File: src/rtl/ext_reg_pkg.sv
package ext_reg_pkg;
  localparam int REG_COUNT = 3;
  localparam int IDX_SYS   = 0;
  localparam int IDX_MON   = 1;
  localparam int IDX_CLK   = 2;
  localparam int RATE_CNT  = 6;
  localparam int SRC_CNT   = 3;

  // internal rate decode: one-hot on codes 0..RATE_CNT-1, silent otherwise
  function automatic logic [RATE_CNT-1:0] rate_decode(input logic sync_ext,
                                                      input logic [2:0] code);
    logic [RATE_CNT-1:0] oh;
    oh = '0;
    if (!sync_ext && (int'(code) < RATE_CNT))
      oh[code] = 1'b1;
    return oh;
  endfunction

  // external source decode from clock bits {4,3,2:0}
  function automatic logic [SRC_CNT-1:0] src_decode(input logic [4:0] key);
    logic [SRC_CNT-1:0] s;
    s = '0;
    if (key[3]) begin
      case ({key[4], key[2:0]})
        4'b0000: s = 3'b001;
        4'b0010: s = 3'b010;
        4'b1010: s = 3'b100;
        default: s = '0;
      endcase
    end
    return s;
  endfunction

  function automatic logic bad_rate(input logic sync_ext, input logic [1:0] code_hi);
    return !sync_ext && (code_hi == 2'b11);
  endfunction

  function automatic logic bad_mode(input logic [1:0] mode);
    return mode == 2'b10;
  endfunction
endpackage

File: src/rtl/strobe_capture.sv
module strobe_capture #(
  parameter int DATA_W = 8
) (
  input  logic              clk,
  input  logic              rst_n,
  input  logic              strobe_n,
  input  logic              oe_n,
  input  logic [DATA_W-1:0] bus,
  output logic              hit,
  output logic [DATA_W-1:0] q
);
  logic strobe_prev;

  // rising strobe edge qualified by an enabled bus
  assign hit = strobe_n && !strobe_prev && !oe_n;

  always_ff @(posedge clk or negedge rst_n) begin
    if (!rst_n) begin
      strobe_prev <= 1'b1;
      q           <= '0;
    end else begin
      strobe_prev <= strobe_n;
      if (hit) q <= bus;
    end
  end
endmodule

File: src/rtl/write_guard.sv
module write_guard (
  input  logic       clk,
  input  logic       rst_n,
  input  logic       hit_sys,
  input  logic       hit_clk,
  input  logic [5:4] bus_mode,
  input  logic [3:1] bus_rate,
  output logic       bad_write
);
  import ext_reg_pkg::*;
  logic bad_now;

  assign bad_now = (hit_sys && bad_mode(bus_mode)) ||
                   (hit_clk && bad_rate(bus_rate[3], bus_rate[2:1]));

  always_ff @(posedge clk or negedge rst_n) begin
    if (!rst_n) bad_write <= 1'b0;
    else        bad_write <= bad_now;
  end
endmodule

File: src/rtl/field_decode.sv
module field_decode
  import ext_reg_pkg::*;
(
  input  logic                sys_pwr,
  input  logic [1:0]          sys_mode,
  input  logic                sys_mute,
  input  logic [4:0]          clk_low,
  output logic [RATE_CNT-1:0] rate_sel,
  output logic                ext_sync,
  output logic [SRC_CNT-1:0]  ext_src,
  output logic [1:0]          input_mode,
  output logic                mute,
  output logic                codec_pd
);
  always_comb begin
    rate_sel   = rate_decode(clk_low[3], clk_low[2:0]);
    ext_src    = src_decode(clk_low);
    ext_sync   = clk_low[3];
    input_mode = sys_mode;
    mute       = sys_mute;
    codec_pd   = !sys_pwr;
  end
endmodule

File: src/rtl/ext_reg_bank.sv
module ext_reg_bank
  import ext_reg_pkg::*;
#(
  parameter int DATA_W = 8
) (
  input  logic                 clk,
  input  logic                 rst_n,
  input  logic [DATA_W-1:0]    bus_data,
  input  logic                 bus_oe_n,
  input  logic [REG_COUNT-1:0] reg_strobe_n,
  output logic [DATA_W-1:0]    sys_q,
  output logic [DATA_W-1:0]    mon_q,
  output logic [DATA_W-1:0]    clk_q,
  output logic [RATE_CNT-1:0]  rate_sel,
  output logic                 ext_sync,
  output logic [SRC_CNT-1:0]   ext_src,
  output logic [1:0]           input_mode,
  output logic                 mute,
  output logic                 codec_pd,
  output logic                 bad_write
);
  logic [REG_COUNT-1:0] cap_hit;
  logic [DATA_W-1:0]    reg_q [REG_COUNT];

  for (genvar i = 0; i < REG_COUNT; i++) begin : g_reg
    strobe_capture #(.DATA_W(DATA_W)) u_cap (
      .clk      (clk),
      .rst_n    (rst_n),
      .strobe_n (reg_strobe_n[i]),
      .oe_n     (bus_oe_n),
      .bus      (bus_data),
      .hit      (cap_hit[i]),
      .q        (reg_q[i])
    );
  end

  assign sys_q = reg_q[IDX_SYS];
  assign mon_q = reg_q[IDX_MON];
  assign clk_q = reg_q[IDX_CLK];

  write_guard u_guard (
    .clk       (clk),
    .rst_n     (rst_n),
    .hit_sys   (cap_hit[IDX_SYS]),
    .hit_clk   (cap_hit[IDX_CLK]),
    .bus_mode  (bus_data[5:4]),
    .bus_rate  (bus_data[3:1]),
    .bad_write (bad_write)
  );

  field_decode u_dec (
    .sys_pwr    (sys_q[7]),
    .sys_mode   (sys_q[5:4]),
    .sys_mute   (sys_q[2]),
    .clk_low    (clk_q[4:0]),
    .rate_sel   (rate_sel),
    .ext_sync   (ext_sync),
    .ext_src    (ext_src),
    .input_mode (input_mode),
    .mute       (mute),
    .codec_pd   (codec_pd)
  );
endmodule

File: config.mk
export PLATFORM = sky130hd
export DESIGN_NAME = ext_reg_bank
export DESIGN_NICKNAME = d
export VERILOG_FILES = /design/src/rtl/ext_reg_pkg.sv /design/src/rtl/strobe_capture.sv /design/src/rtl/write_guard.sv /design/src/rtl/field_decode.sv /design/src/rtl/ext_reg_bank.sv
export SDC_FILE = /design/constraint.sdc
export NUM_CORES = 1
export LEC_CHECK = 0
export ABC_AREA = 1
export BUFFER_PORTS_ARGS = -buffer_cell sky130_fd_sc_hd__buf_2
export CAP_MARGIN = 20
export CORE_UTILIZATION = 50
export CTS_CLUSTER_DIAMETER = 100
export DETAILED_ROUTE_END_ITERATION = 10
export GPL_TIMING_DRIVEN = 0
export PLACE_DENSITY_LB_ADDON = 0.3
export SETUP_SLACK_MARGIN = 0.15
export SYNTH_ARGS = -nofsm -noshare
export SYNTH_HDL_FRONTEND = slang
export SYNTH_SLANG_ARGS = --single-unit
File: constraint.sdc
create_clock -name clk -period 3.6 [get_ports clk]
set_clock_uncertainty 0.2 [all_clocks]
set_input_delay 0.9 -clock clk [delete_from_list [all_inputs] [get_ports clk]]
set_output_delay 0.9 -clock clk [all_outputs]
set_load 0.1 [all_outputs]
==> flow_summary.json <==
{
  "hold_depth": 2,
  "die_w_um": 51.9,
  "crit_path_max_incr_delay_ps": 510,
  "worstMarginPinSlew_ps": 608,
  "use_met1_pct": 30.9,
  "netlist_area_um2": 1250,
  "sequentialPowerShare_pct": 33.3,
  "drc": 0,
  "num-nets-final": 215,
  "hp-class": "reg -> reg",
  "cts_made_buffers": 3,
  "totalWireLength_mm": 2.82,
  "yosys_warnings": 0,
  "firstDrtPassIters": 4,
  "p_total_w": 0.00119,
  "min_from": "g_reg[1].u_cap.q[0]$_DFFE_PN0P_",
  "cp_slowest_cell": "dfrtp_1",
  "rrSetupSlack_ps": 2440,
  "hpwl_mm": 2.17,
  "postLayoutSetupSlackWorst_ps": 766,
  "grt_pass1_vias": 1048,
  "synth_top_cell_by_area": "dfrtp_1",
  "dr.first_iter.drc_count": 18,
  "cts_root_buf": "clkbuf_4",
  "crit_path_max_fanout": 8,
  "clock_latency_ps": 320,
  "critical_path_buf_inv_count": 2,
  "num_rows": 17,
  "status": "complete, no violations",
  "fin_crit_ps": 2830,
  "hold_viol_final": 0,
  "critPathLaunchType": "flip-flop",
  "io_pins": 53,
  "end_kind": "output pin",
  "cts_buffer_depth": 2,
  "switchingPower_w": 0.000683,
  "synth-seq-area-share_pct": 56.5,
  "pwr-share-clk_pct": 12.9,
  "h-tree-depth": 1,
  "dp_slack_ps": 1140,
  "cp_cell_sequence": "inv_1 -> or2_2 -> nor2_1 -> buf_2",
  "whs_ps": 284,
  "fmax_ghz": 0.353,
  "antenna_found_initial": 0,
  "drive_gt1_share_pct": 39.0,
  "slew_violations": 0,
  "postCtsSetupRepairBufs": 0,
  "gp_routability_congestion": 0.767,
  "cp.arrival_ps": 1730,
  "cap_violations": 0,
  "rsz0062_at_grt": "no",
  "critPathTopFamily": "buffers and inverters",
  "via_per_inst": 4.99,
  "maxSlewHeadroom_pct": 59.5,
  "area_growth_pct": 28.7,
  "dieHeight_um": 51.9,
  "p_leak_nw": 0.944,
  "cp.required_ps": 2500,
  "crit-reg2reg-launch": "g_reg[0].u_cap.strobe_prev$_DFF_PN1_",
  "power.density_nw_per_um2": 743,
  "synth_nets": 158,
  "cts.sinks": 28,
  "synth_area_leaders": "dfrtp_1, nand2_1, nand3_1",
  "synth.most_common_cell": "nand2_1",
  "synth-seq-cells": 28,
  "antenna_cells": 0,
  "path_class": "reg -> out",
  "clk_pin_slew_ps": 150,
  "cts_hold_buf": 0,
  "hold_end": "g_reg[1].u_cap.q[0]$_DFFE_PN0P_",
  "io_buffers": 52,
  "syn_inst": 144,
  "core_um2": 2280,
  "setup_viol_count_final": 0,
  "r2r_cells": 4,
  "grt_use_met3_pct": 1.75,
  "instances_no_fill": 228,
  "fillers": 184,
  "cts_tree": "done",
  "dieArea_um2": 2700,
  "grt_remaining_overflow": 0,
  "async_reset_ff_share_pct": 100,
  "p_sw_share_pct": 57.3,
  "avgSynthCellArea_um2": 8.65,
  "netlist.area_leader.share_pct": 50.2,
  "met2_usage_pct": 41.9,
  "ant_nets": 0,
  "grt_max_degree": 29,
  "p_comb_share_pct": 53.8,
  "synth-edff-count": 0,
  "dpl.cell_count": 224,
  "cts-resized-gates": 0,
  "busiest_layer": "met2",
  "netlist-cell-type-count": 13,
  "drt-wirelength-per-cell_um": 12.4,
  "cellInternalPower_w": 0.000509,
  "initial_utilization_pct": 54.8,
  "peakVddDrop_mv": 0.591,
  "grt_first_pass_wirelength_mm": 4.71,
  "fin_crit_sh_pct": 78.7,
  "synth_ff_type": "dfrtp_1",
  "r2r_end": "g_reg[0].u_cap.q[6]$_DFFE_PN0P_",
  "gr-usage-all-layers_pct": 24.2,
  "vias": 1137,
  "synth_common_cells": "nand2_1, nand3_1, dfrtp_1, nor2_1, inv_1"
}
[worst reg2reg max path, cell delays in order (launching register included)]
cell     delay [ps]
dfstp_2         410
nor2_4          210
nand2_4         120
nand2_1          80
nand2_1          50
[metrics by stage]
stage / setup TNS, ps / instance area (um2) / utilization (%)
after floorplan: -440 / 1270 / -
after global placement: 0 / 1570 / 68.9
after detailed placement: 0 / 1570 / 68.9
after CTS: 0 / 1600 / 70.5
after global routing: 0 / 1600 / 70.5
final: 0 / 1600 / 70.5
[registers in the layout, indices dropped and copies added, names as in the netlist]
signal / cells
g.u_cap.q: 24
g.u_cap.strobe_prev: 3
u_guard.bad_write: 1
[layer usage]
layer / vias up / wire [um]
met5: - / 0
met4: 0 / 49
met3: 4 / 105
met2: 36 / 1460
met1: 534 / 1200
li1: 563 / -
[cell families (layout without fill, tap and decap cells)]
| kind of cell | after synthesis | count (layout) | share of synthesized area, % |
|---|---|---|---|
| simple gates | 101 | 101 | 37.2 |
| flops | 28 | 28 | 56.5 |
| buf+inv | 15 | 71 | 6.23 |
[worst max path at each step]
stage / start / endpoint / slack, ps / cells past startpoint
2_1_floorplan: g_reg[2].u_cap.q[3]$_DFFE_PN0P_ / ext_src[0] / -190 / 3
3_3_place_gp: g_reg[2].u_cap.q[3]$_DFFE_PN0P_ / ext_src[1] / 1180 / 4
4_1_cts: g_reg[2].u_cap.q[3]$_DFFE_PN0P_ / ext_src[1] / 750 / 4
5_1_grt: g_reg[2].u_cap.q[3]$_DFFE_PN0P_ / ext_src[1] / 660 / 4
6_report: g_reg[2].u_cap.q[3]$_DFFE_PN0P_ / ext_src[1] / 770 / 4
3_5_place_dp: g_reg[2].u_cap.q[3]$_DFFE_PN0P_ / ext_src[1] / 1140 / 4
[power groups by stage]
stage                     sequential [W]  clock [W]  combinational, W
after floorplan                 0.000705          0          0.000239
after global placement          0.000399          0          0.000636
after detailed placement        0.000403          0          0.000643
after CTS                       0.000397   0.000157          0.000644
after global routing            0.000404   0.000162          0.000665
final                           0.000397   0.000154          0.000641
[layout by cell type, fill, tap and decap left out, drive strengths merged]
master  Yosys  final
dfrtp      25     25
nor2       12     12
buf         8     60
clkbuf      0      4
dfstp       3      3
nand2      58     58
inv         7      7
nor3        3      3
nand3      27     27
or2         1      1
[final cells by class]
class                      instances  area, um2  share of cell area [%]
buffer                             8       51.3                    3.20
clock buffer                       4       36.3                    2.26
multi-input combinational        101        490                    30.6
timing repair buffer              52        260                    16.2
sequential                        28        704                    43.9
tap                               28       35.0                    2.18
inverter                           7       26.3                    1.64
(Power assumes the default switching activity.)
